$ cat config.mk
export PLATFORM = sky130hd
export DESIGN_NAME = pccc_encoder
export DESIGN_NICKNAME = d
export VERILOG_FILES = /design/src/rtl/pccc_pkg.sv /design/src/rtl/pccc_rsc.sv /design/src/rtl/pccc_qpp.sv /design/src/rtl/pccc_bitbuf.sv /design/src/rtl/pccc_encoder.sv
export SDC_FILE = /design/constraint.sdc
export NUM_CORES = 2
export LEC_CHECK = 0
export BUFFER_PORTS_ARGS = -buffer_cell sky130_fd_sc_hd__buf_4
export CORE_UTILIZATION = 60
export DETAILED_ROUTE_END_ITERATION = 7
export PLACE_DENSITY_LB_ADDON = 0.25
export SLEW_MARGIN = 0
export SYNTH_ARGS = -nofsm -noshare
export SYNTH_HDL_FRONTEND = slang
export SYNTH_SLANG_ARGS = --single-unit
$ cat constraint.sdc
create_clock -name clk -period 8.78 [get_ports clk]
set_input_delay 1.756 -clock clk [delete_from_list [all_inputs] [get_ports clk]]
set_output_delay 1.756 -clock clk [all_outputs]
set_load 0.01 [all_outputs]
$ cat src/rtl/pccc_pkg.sv
// Package for the parallel concatenated encoder: shared state encoding,
// the constituent register type and the fixed output framing counts.
package pccc_pkg;

    // Control phases of the top-level sequencer
    typedef enum logic [1:0] {
        ST_IDLE,
        ST_LOAD,
        ST_DATA,
        ST_TAIL
    } enc_state_e;

    // Three-bit constituent register, bit 2 newest, bit 0 oldest
    typedef logic [2:0] rsc_reg_t;

    localparam int BITS_PER_STEP = 3;
    localparam int TAIL_BITS     = 12;
    localparam int TAIL_STEPS    = 3;

endpackage

$ cat src/rtl/pccc_rsc.sv
// One recursive systematic constituent encoder with eight states.
// Feedback taps are D2 and D3, and feed-forward taps are 1, D and D3.
// Assumes: clr and step are never high in the same cycle. In term mode the
// input is replaced by the feedback sum, so a zero enters the register.
module pccc_rsc
    import pccc_pkg::*;
(
    input  logic     clk,
    input  logic     rst_n,
    input  logic     clr,
    input  logic     step,
    input  logic     term,
    input  logic     u,
    output logic     parity,
    output logic     sys_bit,
    output rsc_reg_t st_o
);

    rsc_reg_t st_q;
    logic     fb;

    // Pick the effective input, then form the feedback and parity bits
    always_comb begin
        sys_bit = term ? (st_q[1] ^ st_q[0]) : u;
        fb      = sys_bit ^ st_q[1] ^ st_q[0];
        parity  = fb ^ st_q[2] ^ st_q[0];
    end

    // Shift register: clear it at block start, shift it on every coding step
    always_ff @(posedge clk) begin
        if (!rst_n || clr) begin
            st_q <= '0;
        end else if (step) begin
            st_q <= {fb, st_q[2], st_q[1]};
        end
    end

    assign st_o = st_q;

endmodule

$ cat src/rtl/pccc_qpp.sv
// Address generator for the quadratic permutation pi(i) = (f1*i + f2*i^2) mod K.
// It uses only modular additions: the step term g(i) = f1 + f2*(2i+1) grows
// by 2*f2 on each advance. Assumes: f1 < K and f2 < K when init is high.
module pccc_qpp #(
    parameter int KW = 12
) (
    input  logic          clk,
    input  logic          rst_n,
    input  logic          init,
    input  logic          adv,
    input  logic [KW-1:0] k_in,
    input  logic [KW-1:0] f1_in,
    input  logic [KW-1:0] f2_in,
    output logic [KW-1:0] addr
);

    logic [KW-1:0] mod_q;
    logic [KW-1:0] pos_q;
    logic [KW-1:0] step_q;
    logic [KW-1:0] inc_q;

    // (a + b) mod m, valid when a < m and b < m
    function automatic logic [KW-1:0] mod_add(input logic [KW-1:0] a,
                                              input logic [KW-1:0] b,
                                              input logic [KW-1:0] m);
        logic [KW:0] s;
        s = {1'b0, a} + {1'b0, b};
        if (s >= {1'b0, m}) begin
            s = s - {1'b0, m};
        end
        return s[KW-1:0];
    endfunction

    // Sample the modulus and coefficients at init, then walk the permutation
    always_ff @(posedge clk) begin
        if (!rst_n) begin
            mod_q  <= '0;
            pos_q  <= '0;
            step_q <= '0;
            inc_q  <= '0;
        end else if (init) begin
            mod_q  <= k_in;
            pos_q  <= '0;
            step_q <= mod_add(f1_in, f2_in, k_in);
            inc_q  <= mod_add(f2_in, f2_in, k_in);
        end else if (adv) begin
            pos_q  <= mod_add(pos_q, step_q, mod_q);
            step_q <= mod_add(step_q, inc_q, mod_q);
        end
    end

    assign addr = pos_q;

endmodule

$ cat src/rtl/pccc_bitbuf.sv
// Single-bit storage for one information block. It has one write port and
// two asynchronous read ports: one for natural order, one for permuted order.
// Assumes: read addresses stay below DEPTH. The contents need no reset.
module pccc_bitbuf #(
    parameter int DEPTH = 2048,
    parameter int AW    = 11
) (
    input  logic          clk,
    input  logic          we,
    input  logic [AW-1:0] waddr,
    input  logic          wbit,
    input  logic [AW-1:0] raddr_a,
    input  logic [AW-1:0] raddr_b,
    output logic          rbit_a,
    output logic          rbit_b
);

    logic [DEPTH-1:0] mem_q;

    // Store the incoming bit
    always_ff @(posedge clk) begin
        if (we) begin
            mem_q[waddr] <= wbit;
        end
    end

    // Read both ports combinationally
    always_comb begin
        rbit_a = mem_q[raddr_a];
        rbit_b = mem_q[raddr_b];
    end

endmodule

$ cat src/rtl/pccc_encoder.sv
// Top level of the parallel concatenated encoder. It loads K bits, sends
// out K triplets of (systematic, parity 1, parity 2), then sends 12 tail bits
// that bring both constituent encoders back to zero.
// Assumes: 1 <= blk_len <= MAX_K, and coef_f1, coef_f2 < blk_len at start.
module pccc_encoder
    import pccc_pkg::*;
#(
    parameter int MAX_K = 2048,
    parameter int KW    = $clog2(MAX_K + 1)
) (
    input  logic          clk,
    input  logic          rst_n,
    input  logic          in_valid,
    input  logic          in_start,
    input  logic          in_bit,
    input  logic [KW-1:0] blk_len,
    input  logic [KW-1:0] coef_f1,
    input  logic [KW-1:0] coef_f2,
    output logic          in_ready,
    output logic          out_valid,
    output logic          out_bit,
    output logic          out_last
);

    localparam int AW = (MAX_K > 1) ? $clog2(MAX_K) : 1;

    enc_state_e    state_q;
    logic [KW-1:0] k_q;
    logic [KW-1:0] cnt_q;
    logic [1:0]    ph_q;
    logic [3:0]    tl_q;
    logic          par1_q;
    logic          par2_q;
    logic [2:0]    tz1_q;
    logic [2:0]    tz2_q;

    logic          accept;
    logic          blk_go;
    logic          wr_en;
    logic [AW-1:0] wr_addr;
    logic          cnt_at_end;
    logic          data_active;
    logic          tail_active;
    logic          x_nat;
    logic          x_int;
    logic [KW-1:0] pi_addr;
    logic          step1;
    logic          step2;
    logic          par1;
    logic          par2;
    logic          sys1;
    logic          sys2;
    rsc_reg_t      enc1_st;
    rsc_reg_t      enc2_st;
    logic          tail_bit;
    logic          next_bit;

    // Handshake and phase decode
    always_comb begin
        in_ready    = ((state_q == ST_IDLE) || (state_q == ST_LOAD)) && !out_valid;
        accept      = in_valid && in_ready;
        blk_go      = accept && (state_q == ST_IDLE) && in_start;
        wr_en       = blk_go || (accept && (state_q == ST_LOAD));
        wr_addr     = blk_go ? '0 : cnt_q[AW-1:0];
        cnt_at_end  = (cnt_q == k_q - 1'b1);
        data_active = (state_q == ST_DATA);
        tail_active = (state_q == ST_TAIL);
        step1       = (data_active && ph_q == 2'd0) || (tail_active && tl_q < 4'd3);
        step2       = (data_active && ph_q == 2'd0)
                    || (tail_active && tl_q >= 4'd3 && tl_q < 4'd6);
    end

    pccc_bitbuf #(
        .DEPTH (MAX_K),
        .AW    (AW)
    ) u_buf (
        .clk     (clk),
        .we      (wr_en),
        .waddr   (wr_addr),
        .wbit    (in_bit),
        .raddr_a (cnt_q[AW-1:0]),
        .raddr_b (pi_addr[AW-1:0]),
        .rbit_a  (x_nat),
        .rbit_b  (x_int)
    );

    pccc_qpp #(
        .KW (KW)
    ) u_perm (
        .clk   (clk),
        .rst_n (rst_n),
        .init  (blk_go),
        .adv   (data_active && ph_q == 2'd2),
        .k_in  (blk_len),
        .f1_in (coef_f1),
        .f2_in (coef_f2),
        .addr  (pi_addr)
    );

    pccc_rsc u_enc1 (
        .clk     (clk),
        .rst_n   (rst_n),
        .clr     (blk_go),
        .step    (step1),
        .term    (tail_active),
        .u       (x_nat),
        .parity  (par1),
        .sys_bit (sys1),
        .st_o    (enc1_st)
    );

    pccc_rsc u_enc2 (
        .clk     (clk),
        .rst_n   (rst_n),
        .clr     (blk_go),
        .step    (step2),
        .term    (tail_active),
        .u       (x_int),
        .parity  (par2),
        .sys_bit (sys2),
        .st_o    (enc2_st)
    );

    // Select the tail bit for the current termination slot
    always_comb begin
        case (tl_q)
            4'd0, 4'd1, 4'd2:    tail_bit = sys1;
            4'd3, 4'd4, 4'd5:    tail_bit = sys2;
            4'd6:                tail_bit = tz1_q[0];
            4'd7:                tail_bit = tz1_q[1];
            4'd8:                tail_bit = tz1_q[2];
            4'd9:                tail_bit = tz2_q[0];
            4'd10:               tail_bit = tz2_q[1];
            default:             tail_bit = tz2_q[2];
        endcase
    end

    // Select the next output bit from the data triplet or the tail
    always_comb begin
        if (tail_active) begin
            next_bit = tail_bit;
        end else begin
            case (ph_q)
                2'd0:    next_bit = x_nat;
                2'd1:    next_bit = par1_q;
                default: next_bit = par2_q;
            endcase
        end
    end

    // Sequencer: load the bits, step through the triplets, then the tail
    always_ff @(posedge clk) begin
        if (!rst_n) begin
            state_q <= ST_IDLE;
            k_q     <= '0;
            cnt_q   <= '0;
            ph_q    <= '0;
            tl_q    <= '0;
            par1_q  <= 1'b0;
            par2_q  <= 1'b0;
            tz1_q   <= '0;
            tz2_q   <= '0;
        end else begin
            case (state_q)
                ST_IDLE: begin
                    if (blk_go) begin
                        k_q   <= blk_len;
                        ph_q  <= '0;
                        if (blk_len == KW'(1)) begin
                            cnt_q   <= '0;
                            state_q <= ST_DATA;
                        end else begin
                            cnt_q   <= KW'(1);
                            state_q <= ST_LOAD;
                        end
                    end
                end
                ST_LOAD: begin
                    if (accept) begin
                        if (cnt_at_end) begin
                            cnt_q   <= '0;
                            state_q <= ST_DATA;
                        end else begin
                            cnt_q <= cnt_q + 1'b1;
                        end
                    end
                end
                ST_DATA: begin
                    case (ph_q)
                        2'd0: begin
                            par1_q <= par1;
                            par2_q <= par2;
                            ph_q   <= 2'd1;
                        end
                        2'd1: ph_q <= 2'd2;
                        default: begin
                            ph_q <= 2'd0;
                            if (cnt_at_end) begin
                                tl_q    <= '0;
                                state_q <= ST_TAIL;
                            end else begin
                                cnt_q <= cnt_q + 1'b1;
                            end
                        end
                    endcase
                end
                default: begin
                    if (tl_q < 4'd3) begin
                        tz1_q[tl_q[1:0]] <= par1;
                    end else if (tl_q < 4'd6) begin
                        tz2_q[2'(tl_q - 4'd3)] <= par2;
                    end
                    tl_q <= tl_q + 1'b1;
                    if (tl_q == 4'd11) begin
                        state_q <= ST_IDLE;
                    end
                end
            endcase
        end
    end

    // Output register: valid, bit and end-of-block flag
    always_ff @(posedge clk) begin
        if (!rst_n) begin
            out_valid <= 1'b0;
            out_bit   <= 1'b0;
            out_last  <= 1'b0;
        end else begin
            out_valid <= data_active || tail_active;
            out_bit   <= (data_active || tail_active) ? next_bit : 1'b0;
            out_last  <= tail_active && (tl_q == 4'd11);
        end
    end

endmodule

Word-level counts from Yosys, hierarchy flattened
Cells that the tools add are included.
- bits in registers: 2145
- logic and storage cells: 174
- eq/ne operators: 24
- add/sub/neg operators: 12
- bitwise logic cells: 14
- order comparisons: 15
- mux-type cells: 46
- reductions and logical operators: 44
- operators by type and width (kind ; number):
    bitwise mux 2048 bit ; 1
    2-to-1 mux 12 bit ; 11
    adder 12 x 12 -> 13 bit ; 4
    >= comparator 13 x 12 -> 1 bit ; 4
    subtractor 12 bit ; 4
    less-than comparator 11 x 12 -> 1 bit (second input constant) ; 3
    one-hot mux 12 bit (3 select lines) ; 1
    binary-select mux 1 bit (select 11 bit) ; 2
    equality test 4 x 3 -> 1 bit (second input constant) ; 4
    equality test 4 bit (second input constant) ; 4
    2-to-1 mux 2 bit ; 8
    logical AND 1 bit ; 14
    adder 12 x 1 -> 12 bit (second input constant) ; 1
    equality test 12 x 1 -> 1 bit (second input constant) ; 1
    equality test 12 bit ; 1
    subtractor 12 x 1 -> 12 bit (second input constant) ; 1
    demux 1 bit (select 11 bit) ; 1
    >= comparator 11 x 1 -> 1 bit (second input constant) ; 1
    2-to-1 mux 11 bit ; 1
    != test 2 bit (second input constant) ; 5
    AND reduction 2 bit ; 5
    bitwise XOR 1 bit ; 10
    2-to-1 mux 1 bit ; 9
    OR reduction 3 bit ; 3
    32 further kinds ; 56

Logic depth before layout (Yosys ltp)
- word-level depth: 12
- mapped depth: 20
- depth with buffers taken out: 19

Hierarchy
Synthesis repeated with hierarchy kept, for this count alone.
- cell total of the unflattened synthesis: 8913
- area, all modules: 114594.9 um^2
- modules (own cells, without submodules) (module ; cells an instance ; instances ; sequential area each (um^2) ; area an instance (um^2)):
    pccc_bitbuf ; 7802 ; 1 ; 61499.0 ; 105693.9
    pccc_qpp ; 710 ; 1 ; 960.9 ; 5781.8
    pccc_encoder ; 365 ; 1 ; 860.8 ; 2788.9
    pccc_rsc ; 18 ; 2 ; 60.1 ; 165.2

Least setup slack after synthesis
No wires, ideal clock.
- path type: input-to-reg
- from: in coef_f1[0]
- to: reg u_perm.step_q[2]
- data required time: 8.685 ns
- slack: 3.247 ns
- stages: 18
- arrival: 5.438 ns
- setup time: 0.095 ns
- path through: ha_1 fa_1 a21oi_1 nor2_1 nor2_1 o21bai_1 a21oi_1 o21bai_1 a21oi_1 xnor2_1 ha_1 and3_1 a2111oi_0 nor2b_1 o21a_1 clkbuf_1 mux2i_1 a221oi_1
- longest elaborated chain between the ends: 4
- ends and longest elaborated chain (element ; RTL line ; text):
    start, declared ; pccc_encoder.sv:17 ; input logic [KW-1:0] coef_f1,
    adder 12 x 12 -> 13 bit (*) ; pccc_qpp.sv:27 ; s = {1'b0, a} + {1'b0, b};
    subtractor 12 bit or >= comparator 13 x 12 -> 1 bit (tied branches) ; pccc_qpp.sv:29, pccc_qpp.sv:28 ;
    2-to-1 mux 12 bit (*) ; pccc_qpp.sv:28 ; if (s >= {1'b0, m}) begin
    2-to-1 mux 12 bit (*) ; pccc_qpp.sv:41 ; end else if (init) begin
    end signal, assigned ; pccc_qpp.sv:44 ; step_q <= mod_add(f1_in, f2_in, k_in);
    end signal, assigned ; pccc_qpp.sv:48 ; step_q <= mod_add(step_q, inc_q, mod_q);
    end, declared ; pccc_qpp.sv:19 ; logic [KW-1:0] step_q;
Mark *: on every way between the ends. The rest lies on a longest branch, timed or not.
A chain may end at the register's enable or synchronous reset.

Worst setup path after layout
- from: reg u_perm.pos_q[0] (netlist: u_perm.addr[0])
- to: reg par2_q
- longest elaborated chain between the ends: 7
- ends and longest elaborated chain (element ; RTL line ; text):
    start, declared ; pccc_qpp.sv:18 ; logic [KW-1:0] pos_q;
    start signal, assigned ; pccc_qpp.sv:47 ; pos_q <= mod_add(pos_q, step_q, mod_q);
    binary-select mux 1 bit (select 11 bit) ; pccc_bitbuf.sv:30 ; rbit_b = mem_q[raddr_b];
    2-to-1 mux 1 bit (implied by the code) ; pccc_bitbuf.sv:30 ;
    2-to-1 mux 1 bit ; pccc_rsc.sv:24 ; sys_bit = term ? (st_q[1] ^ st_q[0]) : u;
    bitwise XOR 1 bit (2 in series) ; pccc_rsc.sv:25 ; fb = sys_bit ^ st_q[1] ^ st_q[0];
    bitwise XOR 1 bit (2 in series) ; pccc_rsc.sv:26 ; parity = fb ^ st_q[2] ^ st_q[0];
    end signal, assigned ; pccc_encoder.sv:192 ; par2_q <= par2;
    end, declared ; pccc_encoder.sv:33 ; logic par2_q;
Every way passes these cells. The select of a mux whose other input is x is not followed.

==> flow_summary_export.csv <==
group,metric,value,unit
outcome,outcome,"finished, violations left",
outcome,violations,"max-capacitance violations, max-slew violations",
detailed_routing,final_antenna_net_count,0,
detailed_routing,drcViolationCount,0,
floorplanning,die_y,435.0,um
synth,yosysWarnings,0,
timing,skew,0.05535,ns
pwr,vdd_drop_max,0.2061,mV
timing,hold_violations,0,
final_layout,fin_nets,7808,
timing,min_period,6.132,ns
synth,synthTopCellsByArea,"edfxtp_1 55%, mux4_2 23%, nor2_1 7.3%",
synth,yosysSeqAreaShare,56.40,%
clocking,cts_buffers,220,
clocking,cts.reportedPaths.clkPinSlew,0.06,ns
grt,grt.overflow.total,0,
setup_path,critPathMaxFanout,73,
clocking,cts_resized,0,
detailed_routing,wl,357700,um
run,maxCapViolCount,1,
setup_path,crit_family,"multiplexers",
grt,grtUsageTotal,37.62,%
place,dp.cells,9922,
floorplanning,pin_count,45,
pwr,swShare,27.12,%
pwr,p_leak,35.18,nW
synth,synth_cells,8009,
detailed_routing,drtIter0Drc,13491,
synth,synth_nets,8153,
setup_path,crit_path_end_kind,"flop",
pwr,intPower,0.01854,W
final_layout,layout_commonest_cell,"nor2_1",
synth,synth-seq-cells,2145,
place,dp_hpwl,204600,um
final_layout,stdcell_count,10337,
setup_path,slowest_delay,0.86,ns
timing,finalSetupViolCount,0,
setup_path,slowest_stage,"dfxtp_4",
timing,rsz0062_at_grt,"false",
timing,finalWorstSetupSlack,2.648,ns
detailed_routing,wl_per_cell,34.61,um
setup_path,cp.required,9.50,ns
setup_path,arrival,6.85,ns
final_layout,area_growth,7.954,%
clocking,clock_latency,0.91,ns
setup_path,cp_common_cell,"mux4_2",
clocking,cts_tree,"built",
setup_path,path_class,"reg2reg",
detailed_routing,dr_total_vias,76845,
pwr,powerDensity,209.5,mW/mm^2
synth,syn_area_per_cell,14.04,um^2
floorplanning,num_rows,158,
clocking,cts_setup_buffers,0,
timing,report.final.slew_viol_count,9,
grt,grt_pass1_wl,514400,um
clocking,cts.sinks,2145,
pwr,pwr-share-clk,35.9,%
synth,syn-cell-area,0.1125,mm^2
detailed_routing,drt_pass1_iterations,7,
clocking,ctsLongestPathBuffers,3,
timing,worst_pin_slew,1.509,ns
place,dp_slack,2.727,ns
floorplanning,die_area,0.1892,mm^2
floorplanning,initial_core_util,60.53,%
synth,synth_edf_count,2048,
setup_path,crit_buf_inv,2,
synth,synth_top_flop_cell,"edfxtp_1",
clocking,ctsHoldBuffers,0,
grt,grt_max_degree,293,
floorplanning,core,0.1858,mm^2
clocking,clock-root-buffer,"clkbuf_16",
floorplanning,die_width,435.0,um
timing,hold_ws,0.4620,ns
final_layout,layout_common_cells,"2194 x nor2_1, 2048 x edfxtp_1, 1127 x mux4_2, 257 x nand2_1, 222 x clkbuf_16",
clocking,cts_max_level,4,
final_layout,drive_gt1_share,21.96,%
timing,fin_crit_sh,69.84,%
synth,async_flop_share,0,%
setup_path,cp-start-kind,"flop",
setup_path,cp_cell_sequence,"buf_12 > buf_4 > mux4_2 > mux4_2 > o22ai_1 > o311ai_0 > o211ai_1 > nand4_1 > mux2i_1 > xnor2_1 > o2111ai_1 > o311ai_1",
pwr,combPwrFrac,19.4,%
pwr,seqPwrFrac,44.7,%
pwr,p_total,0.02543,W
timing,relSlewSlack,-0.8346,%
timing,fmax,163.1,MHz
grt,antenna_found_initial,20,
min_path,min_path_type,"reg2reg",
timing,finalSetupTns,0,ns
synth,yosysUniqueCellTypes,77,
grt,grt_pass1_vias,75083,
synth,netlist.area_leader.share,54.67,%
synth,yosysTopAreaCell,"edfxtp_1",
place,globalplace.congestion,0.9195,
pwr,switching_power,0.006897,W
detailed_routing,viasPerCell,7.434,
place,port_buffers,44,
[metrics by stage]
| stage | util (%) | instance area [um^2] |
|---|---|---|
| 3_3_place_gp | 61.62 | 114500 |
| 5_1_grt | 65.34 | 121400 |
| 2_1_floorplan | - | 112500 |
| 4_1_cts | 65.34 | 121400 |
| 3_5_place_dp | 61.62 | 114500 |
| 6_report | 65.35 | 121400 |
[cell usage after synthesis (all sizes together) (6+ instances only)]
master and instances:
nand4 21, buf 228, o211ai 15, a21oi 168, o21bai 16, mux2i 210, o21a 7, nand2b 18
a2111oi 10, o21ai 104, a32oi 7, nand2 286, fa 7, a311oi 7, ha 96, xnor2 66
nor4 17, xor2 24, a22o 18, a211oi 64, a21boi 14, nor3 67, nand3 49, nor2b 63
nor3b 7, a31oi 14, a221oi 20, mux2 13, o32ai 9, o31ai 8, edfxtp 2048, inv 80
o221ai 21, and3 17, mux4 1127, nand4b 6, dfxtp 97, a21o 7, o22ai 51, a22oi 69
or3 6, and2 12, clkbuf 552, nor2 2198
[registers in the layout, indices dropped and copies added (netlist names)]
| register | count |
|---|---|
| u_enc2.st_o | 3 |
| par2_q | 1 |
| cnt_q | 12 |
| tl_q | 4 |
| u_perm.step_q | 12 |
| u_buf.mem_q | 2048 |
| tz2_q | 3 |
| u_enc1.st_o | 3 |
| out_bit | 1 |
| k_q | 12 |
| state_q | 2 |
| u_perm.addr | 12 |
| out_last | 1 |
| tz1_q | 3 |
| out_valid | 1 |
| par1_q | 1 |
| ph_q | 2 |
| u_perm.inc_q | 12 |
| u_perm.mod_q | 12 |
[layer usage]
metal / vias up / share of wire [%] / track usage (%)
met4: 24 / 7.3 / 23.23
li1: 29993 / - / -
met2: 6450 / 45 / 55.98
met1: 38906 / 33 / 48.90
met3: 1472 / 15 / 11.37
met5: - / 0.042 / 0
[path summary, 6_finish.rpt]
kind,start,cells after the start,slack (ns),endpoint
max,u_perm.addr[0],12,2.65,par2_q
min,u_perm.mod_q[7],2,0.46,u_perm.mod_q[7]
max reg2reg,u_perm.addr[0],12,2.65,par2_q
min reg2reg,u_perm.mod_q[7],2,0.46,u_perm.mod_q[7]
[final cells by class]
cell class	count	area [um^2]
antenna	7	17.52
clock buffer	272	5763
clock inverter	136	1134
fill	13009	64400
inverter	84	316.6
multi-input combinational	5000	45710
sequential	2145	63480
tap	2480	3103
timing repair buffer	213	1907
[worst min-delay path, stage by stage, from the launching register on]
cell,delay [ns]
dfxtp_1,0.31
nand2_1,0.05
a21oi_1,0.05
[cells by family after synthesis]
| family | synth area share [%] |
|---|---|
| xor+xnor | 0.7008 |
| mux | 24.56 |
| compound gates | 3.954 |
| simple gates | 9.909 |
| fa+ha+maj | 1.192 |
| flops | 56.40 |
| buf+inv | 3.279 |
[power by group through the flow]
stage	sequential (W)	combinational [W]	clock, W
detailed placement	0.0116	0.00488	0
global route	0.0114	0.00523	0.00949
global placement	0.0116	0.00481	0
floorplan	0.0115	0.00370	0
CTS	0.0114	0.00490	0.00911
finish	0.0114	0.00494	0.00913
Note: power is estimated with default switching activity, not from simulation.
